## src/rtl/svq_pkg.sv

```systemverilog
package svq_pkg;
  localparam int LANES = 4;

  typedef enum logic [2:0] {
    VK_LINE     = 3'd0,
    VK_PLANE    = 3'd1,
    VK_VOLUME   = 3'd2,
    VK_LINE_ARR = 3'd3,
    VK_PLANE_ARR= 3'd4,
    VK_CUBE     = 3'd5
  } viewKind_e;

  typedef struct packed {
    logic [LANES-1:0] laneLoad;
    logic             anyLoad;
  } svqStrobe_t;
endpackage

```

## src/rtl/svq_mip_shrink.sv

```systemverilog
module svq_mip_shrink #(
  parameter int DIM_W = 16,
  parameter int LVL_W = 5
) (
  input  logic [DIM_W-1:0] baseSize,
  input  logic [LVL_W-1:0] level,
  output logic [DIM_W-1:0] levelSize
);
  logic [DIM_W-1:0] shifted;
  always_comb begin
    shifted   = baseSize >> level;
    levelSize = (shifted == '0) ? DIM_W'(1) : shifted;
  end
endmodule

```

## src/rtl/svq_ctrl.sv

```systemverilog
module svq_ctrl
  import svq_pkg::*;
(
  input  logic             clk,
  input  logic             rstN,
  input  logic             qryValid,
  input  logic [LANES-1:0] writeMask,
  output svqStrobe_t       strobe,
  output logic             resValid
);
  always_comb begin
    strobe.anyLoad  = qryValid;
    strobe.laneLoad = qryValid ? writeMask : '0;
  end

  always_ff @(posedge clk or negedge rstN) begin
    if (!rstN) resValid <= 1'b0;
    else       resValid <= strobe.anyLoad;
  end

  // an accepted query yields a pulse on the next cycle
  p_pulse_after_query_r2: assert property (@(posedge clk) disable iff (!rstN)
    qryValid |=> resValid);
  // no query, no pulse
  p_no_pulse_idle_r10: assert property (@(posedge clk) disable iff (!rstN)
    !qryValid |=> !resValid);
endmodule

```

## src/rtl/svq_datapath.sv

```systemverilog
module svq_datapath
  import svq_pkg::*;
#(
  parameter int DIM_W = 16,
  parameter int LVL_W = 5
) (
  input  logic                        clk,
  input  logic                        rstN,
  input  svqStrobe_t                  strobe,
  input  logic [LVL_W-1:0]            mipLevel,
  input  logic [2:0]                  viewType,
  input  logic [DIM_W-1:0]            baseWidth,
  input  logic [DIM_W-1:0]            baseHeight,
  input  logic [DIM_W-1:0]            baseDepth,
  input  logic [DIM_W-1:0]            arraySize,
  input  logic [LVL_W-1:0]            mipCount,
  output logic [LANES-1:0][DIM_W-1:0] laneQ
);
  localparam int NDIMS = 3;

  logic [NDIMS-1:0][DIM_W-1:0] dimBase;
  logic [NDIMS-1:0][DIM_W-1:0] dimLvl;
  logic [LANES-1:0][DIM_W-1:0] laneD;
  logic [DIM_W-1:0]            countExt;
  logic                        inRange;

  assign dimBase  = {baseDepth, baseHeight, baseWidth};
  assign countExt = DIM_W'(mipCount);
  assign inRange  = mipLevel < mipCount;

  for (genvar g = 0; g < NDIMS; g++) begin : gShrink
    svq_mip_shrink #(.DIM_W(DIM_W), .LVL_W(LVL_W)) uShrink (
      .baseSize (dimBase[g]),
      .level    (mipLevel),
      .levelSize(dimLvl[g])
    );
  end

  always_comb begin
    laneD    = '0;
    laneD[3] = countExt;
    case (viewKind_e'(viewType))
      VK_LINE:      laneD[0] = dimLvl[0];
      VK_PLANE,
      VK_CUBE: begin
        laneD[0] = dimLvl[0];
        laneD[1] = dimLvl[1];
      end
      VK_VOLUME: begin
        laneD[0] = dimLvl[0];
        laneD[1] = dimLvl[1];
        laneD[2] = dimLvl[2];
      end
      VK_LINE_ARR: begin
        laneD[0] = dimLvl[0];
        laneD[1] = arraySize;
        laneD[3] = '0;
      end
      VK_PLANE_ARR: begin
        laneD[0] = dimLvl[0];
        laneD[1] = dimLvl[1];
        laneD[2] = arraySize;
      end
      default: ;
    endcase
    if (!inRange) begin
      laneD[0] = '0;
      laneD[1] = '0;
      laneD[2] = '0;
    end
  end

  for (genvar l = 0; l < LANES; l++) begin : gLane
    always_ff @(posedge clk or negedge rstN) begin
      if (!rstN)                  laneQ[l] <= '0;
      else if (strobe.laneLoad[l]) laneQ[l] <= laneD[l];
    end
    // an unselected lane keeps its value
    p_lane_hold_r9: assert property (@(posedge clk) disable iff (!rstN)
      !strobe.laneLoad[l] |=> $stable(laneQ[l]));
  end

  // size lanes collapse to zero beyond the last level
  p_oor_zero_r7: assert property (@(posedge clk) disable iff (!rstN)
    (strobe.laneLoad[0] && !inRange) |=> (laneQ[0] == '0));
  // count lane survives an out-of-range level
  p_oor_count_r7: assert property (@(posedge clk) disable iff (!rstN)
    (strobe.laneLoad[3] && !inRange && viewType != 3'd3) |=> (laneQ[3] == $past(countExt)));
  // 1D array clears lane z
  p_line_arr_z_r6: assert property (@(posedge clk) disable iff (!rstN)
    (strobe.laneLoad[2] && viewType == 3'd3) |=> (laneQ[2] == '0));
  // a valid width never reduces to zero
  p_min_one_r3: assert property (@(posedge clk) disable iff (!rstN)
    (strobe.laneLoad[0] && inRange && viewType <= 3'd5) |=> (laneQ[0] != '0));
endmodule

```

## src/rtl/svq_top.sv

```systemverilog
module svq_top
  import svq_pkg::*;
#(
  parameter int DIM_W = 16,
  parameter int LVL_W = 5
) (
  input  logic             clk,
  input  logic             rstN,
  input  logic             qryValid,
  input  logic [LVL_W-1:0] mipLevel,
  input  logic [3:0]       writeMask,
  input  logic [2:0]       viewType,
  input  logic [DIM_W-1:0] baseWidth,
  input  logic [DIM_W-1:0] baseHeight,
  input  logic [DIM_W-1:0] baseDepth,
  input  logic [DIM_W-1:0] arraySize,
  input  logic [LVL_W-1:0] mipCount,
  output logic [DIM_W-1:0] resX,
  output logic [DIM_W-1:0] resY,
  output logic [DIM_W-1:0] resZ,
  output logic [DIM_W-1:0] resW,
  output logic             resValid
);
  svqStrobe_t                  strobe;
  logic [LANES-1:0][DIM_W-1:0] laneQ;

  svq_ctrl uCtrl (
    .clk      (clk),
    .rstN     (rstN),
    .qryValid (qryValid),
    .writeMask(writeMask),
    .strobe   (strobe),
    .resValid (resValid)
  );

  svq_datapath #(.DIM_W(DIM_W), .LVL_W(LVL_W)) uData (
    .clk       (clk),
    .rstN      (rstN),
    .strobe    (strobe),
    .mipLevel  (mipLevel),
    .viewType  (viewType),
    .baseWidth (baseWidth),
    .baseHeight(baseHeight),
    .baseDepth (baseDepth),
    .arraySize (arraySize),
    .mipCount  (mipCount),
    .laneQ     (laneQ)
  );

  assign resX = laneQ[0];
  assign resY = laneQ[1];
  assign resZ = laneQ[2];
  assign resW = laneQ[3];
endmodule

```

## config.mk

```make
export PLATFORM = sky130hd
export DESIGN_NAME = svq_top
export DESIGN_NICKNAME = d
export VERILOG_FILES = /design/src/rtl/svq_pkg.sv /design/src/rtl/svq_mip_shrink.sv /design/src/rtl/svq_ctrl.sv /design/src/rtl/svq_datapath.sv /design/src/rtl/svq_top.sv
export SDC_FILE = /design/constraint.sdc
export NUM_CORES = 1
export LEC_CHECK = 0
export BUFFER_PORTS_ARGS = -buffer_cell sky130_fd_sc_hd__buf_2
export CORE_MARGIN = 4
export CORE_UTILIZATION = 50
export DETAILED_ROUTE_END_ITERATION = 16
export HOLD_SLACK_MARGIN = 0.05
export PLACE_DENSITY = 0.85
export SYNTH_ARGS = -nofsm -noshare
export SYNTH_HDL_FRONTEND = slang
export SYNTH_HIERARCHICAL = 1
export SYNTH_SLANG_ARGS = --single-unit
```

## constraint.sdc

```tcl
create_clock -name clk -period 1.7 [get_ports clk]
set_input_delay 0.085 -clock clk [delete_from_list [all_inputs] [get_ports clk]]
set_output_delay 0.085 -clock clk [all_outputs]
set_load 0.05 [all_outputs]
```

==> results.cfg <==
[yosys]
avgSynthCellArea_um2 = 9.211
synthCells = 625
yosysWarningCount = 6
netlist_area_um2 = 5757

[die]
pin_count = 149
core_area_um2 = 11030
initial_core_util_pct = 52.19
die_x_um = 115.3
die_h_um = 115.3
num_rows = 38
die_area_um2 = 13290

[power_and_ir_drop]
powerDensity_nw_per_um2 = 600.4
switching_share_pct = 40.03
power_frac_clock_pct = 22.2
p_leak_nw = 4.161
ir_drop_mv = 0.6637
power_frac_seq_pct = 26.1
combinationalPowerShare_pct = 51.7
switchingPower_mw = 2.185
p_int_mw = 3.274

[clock_network]
cts_buffer_depth = 2
htreeDepth = 2
cts.sinks = 54
cts_tree = done
cts_root_buf = clkbuf_16
numCtsBuffers = 5
clk_latency_ns = 0.29
clkSlewWorstSetupHoldPaths_ns = 0.08

[sta]
finalCritPeriodShare_pct = 136.3
worst_pin_slew_ns = 0.5708
finalHoldViolations = 0
setup_viol = 28
fin_skew_ns = 0
fin_tns_setup_ns = -4.211
max_clock_freq_mhz = 431.6
whs_ns = 0.07187
fin_crit_ns = 2.317
maxSlewHeadroom_pct = 61.60
setup_ws_ns = -0.6169
maxSlewViolCount = 0
rsz0062_at_grt = true

[route]
drtAntennaViolNets = 0
drc_errors = 0
num_vias = 7393
firstDrtPassIters = 6
routed_wl_um = 27150
vias_per_cell = 6.864
wire_per_inst_um = 25.21
initialDrtViolationCount = 1283

[placement]
dp_cells = 1016
io_buffer_count = 137
place_hpwl_um = 15320
finalWeightedCongestion = 0.9520
dp_slack_ns = -1.045

[grt]
antenna_found_initial = 0
grt_usage_pct = 31.53
grt_max_degree = 55
grt_pass1_wl_um = 33490
grt_pass1_vias = 6493
grt.overflow.total = 0

[layout]
layout.nets = 1024
area_growth_pct = 57.94
final_layout_size_suffix_gt1_share_pct = 57.84
layout.cells.non_filler = 1077
diodes = 0
fillerInstances = 560

[worst_setup_path]
cp-end-kind = register
cp.arrival_ns = 2.52
cp.required_ns = 1.90
criticalPathCategory = primary input to register
cp_max_fo = 7
critPathLaunchType = primary input

[flow_run]
maxCapViolCount = 0

[min_path]
hp-class = primary input to register

[status]
violations = setup timing
status = finished, violations left
cell type report:
| type | count | area (um^2) | area share [%] |
|---|---|---|---|
| Inverter | 68 | 275.3 | 3.027 |
| Clock inverter | 3 | 43.79 | 0.4816 |
| Tap cell | 140 | 175.2 | 1.927 |
| Timing Repair Buffer | 360 | 2796 | 30.76 |
| Sequential cell | 54 | 1351 | 14.86 |
| Multi-Input combinational cell | 447 | 4325 | 47.57 |
| Clock buffer | 5 | 125.1 | 1.376 |
layout by cell type, fill, tap and decap left out, types with 5 or more instances in the layout:
cell type,count
o41ai_2,10
nor3_1,11
mux2i_1,38
o41ai_1,6
buf_8,6
o32ai_2,23
mux2i_2,6
dfrtp_1,54
o32ai_1,16
a21oi_1,10
a22oi_1,26
o22ai_1,10
buf_12,17
a31oi_1,10
a211oi_2,6
inv_1,61
mux4_2,24
clkbuf_16,6
nor2_1,23
nand3_1,9
mux2_4,8
nand2_1,57
nand2b_1,6
o21ai_0,5
buf_6,25
conb_1,11
buf_2,134
or2_2,5
mux2_2,17
a22oi_2,12
buf_4,167
dlygate4sd3_1,6
state kept, by name, summed over array words and instances, names as in the netlist:
register / flops
uCtrl/resValid: 1
uData/laneQ: 53
routing by layer:
layer	GRT usage (%)	part of all wire [%]	vias to the layer above
met2	51.54	46	767
met4	15.02	8.3	0
met1	40.75	33	3418
met3	5.105	12	227
li1	-	-	2981
met5	0	0	-
critical path, cell delays in order:
cell and delay [ns]:
buf_12 0.11, buf_6 0.11, mux4_2 0.49, and2_4 0.17, a311oi_2 0.23, a211oi_2 0.10, or4b_1 0.57, o32ai_2 0.27
a22oi_2 0.13, o32ai_2 0.25
worst paths after layout:
kind	from	end	slack, ns	cells after the start
worst max register to register	uData/laneQ[34]$_DFFE_PN0P_	uData/laneQ[34]$_DFFE_PN0P_	0.89	2
worst min-delay path	mipCount[0]	uData/laneQ[48]$_DFFE_PN0P_	0.07	3
worst min register to register	uData/laneQ[26]$_DFFE_PN0P_	uData/laneQ[26]$_DFFE_PN0P_	0.48	2
max in group asynchronous	rstN	uData/laneQ[1]$_DFFE_PN0P_	1.12	3
worst max-delay path	mipLevel[0]	uData/laneQ[32]$_DFFE_PN0P_	-0.62	10
min in group asynchronous	rstN	uData/laneQ[14]$_DFFE_PN0P_	0.33	3
per-stage QoR:
| stage | area, um^2 | power [mW] | util [%] |
|---|---|---|---|
| 3_3_place_gp | 7555 | 3.550 | 68.49 |
| 2_1_floorplan | 5871 | 2.782 | - |
| 6_report | 9092 | 5.459 | 82.43 |
| 3_5_place_dp | 7555 | 3.591 | 68.49 |
| 4_1_cts | 8223 | 4.941 | 74.55 |
| 5_1_grt | 9092 | 5.601 | 82.43 |
power groups by stage:
stage / combinational, mW / clock (mW) / sequential, mW
floorplan: 1.03 / 0 / 1.75
global placement: 2.11 / 0 / 1.44
detailed placement: 2.15 / 0 / 1.45
CTS: 2.32 / 1.20 / 1.42
global route: 2.91 / 1.25 / 1.43
finish: 2.82 / 1.21 / 1.43
timing repair:
action,CTS,global route
cloned,2,2
hold buffers,6,0
pin swaps,22,30
hold endpoints to repair,59,0
endpoints found under the setup margin,28,28
resized for setup,70,131
buffers inserted,13,34
(Power assumes the default switching activity.)
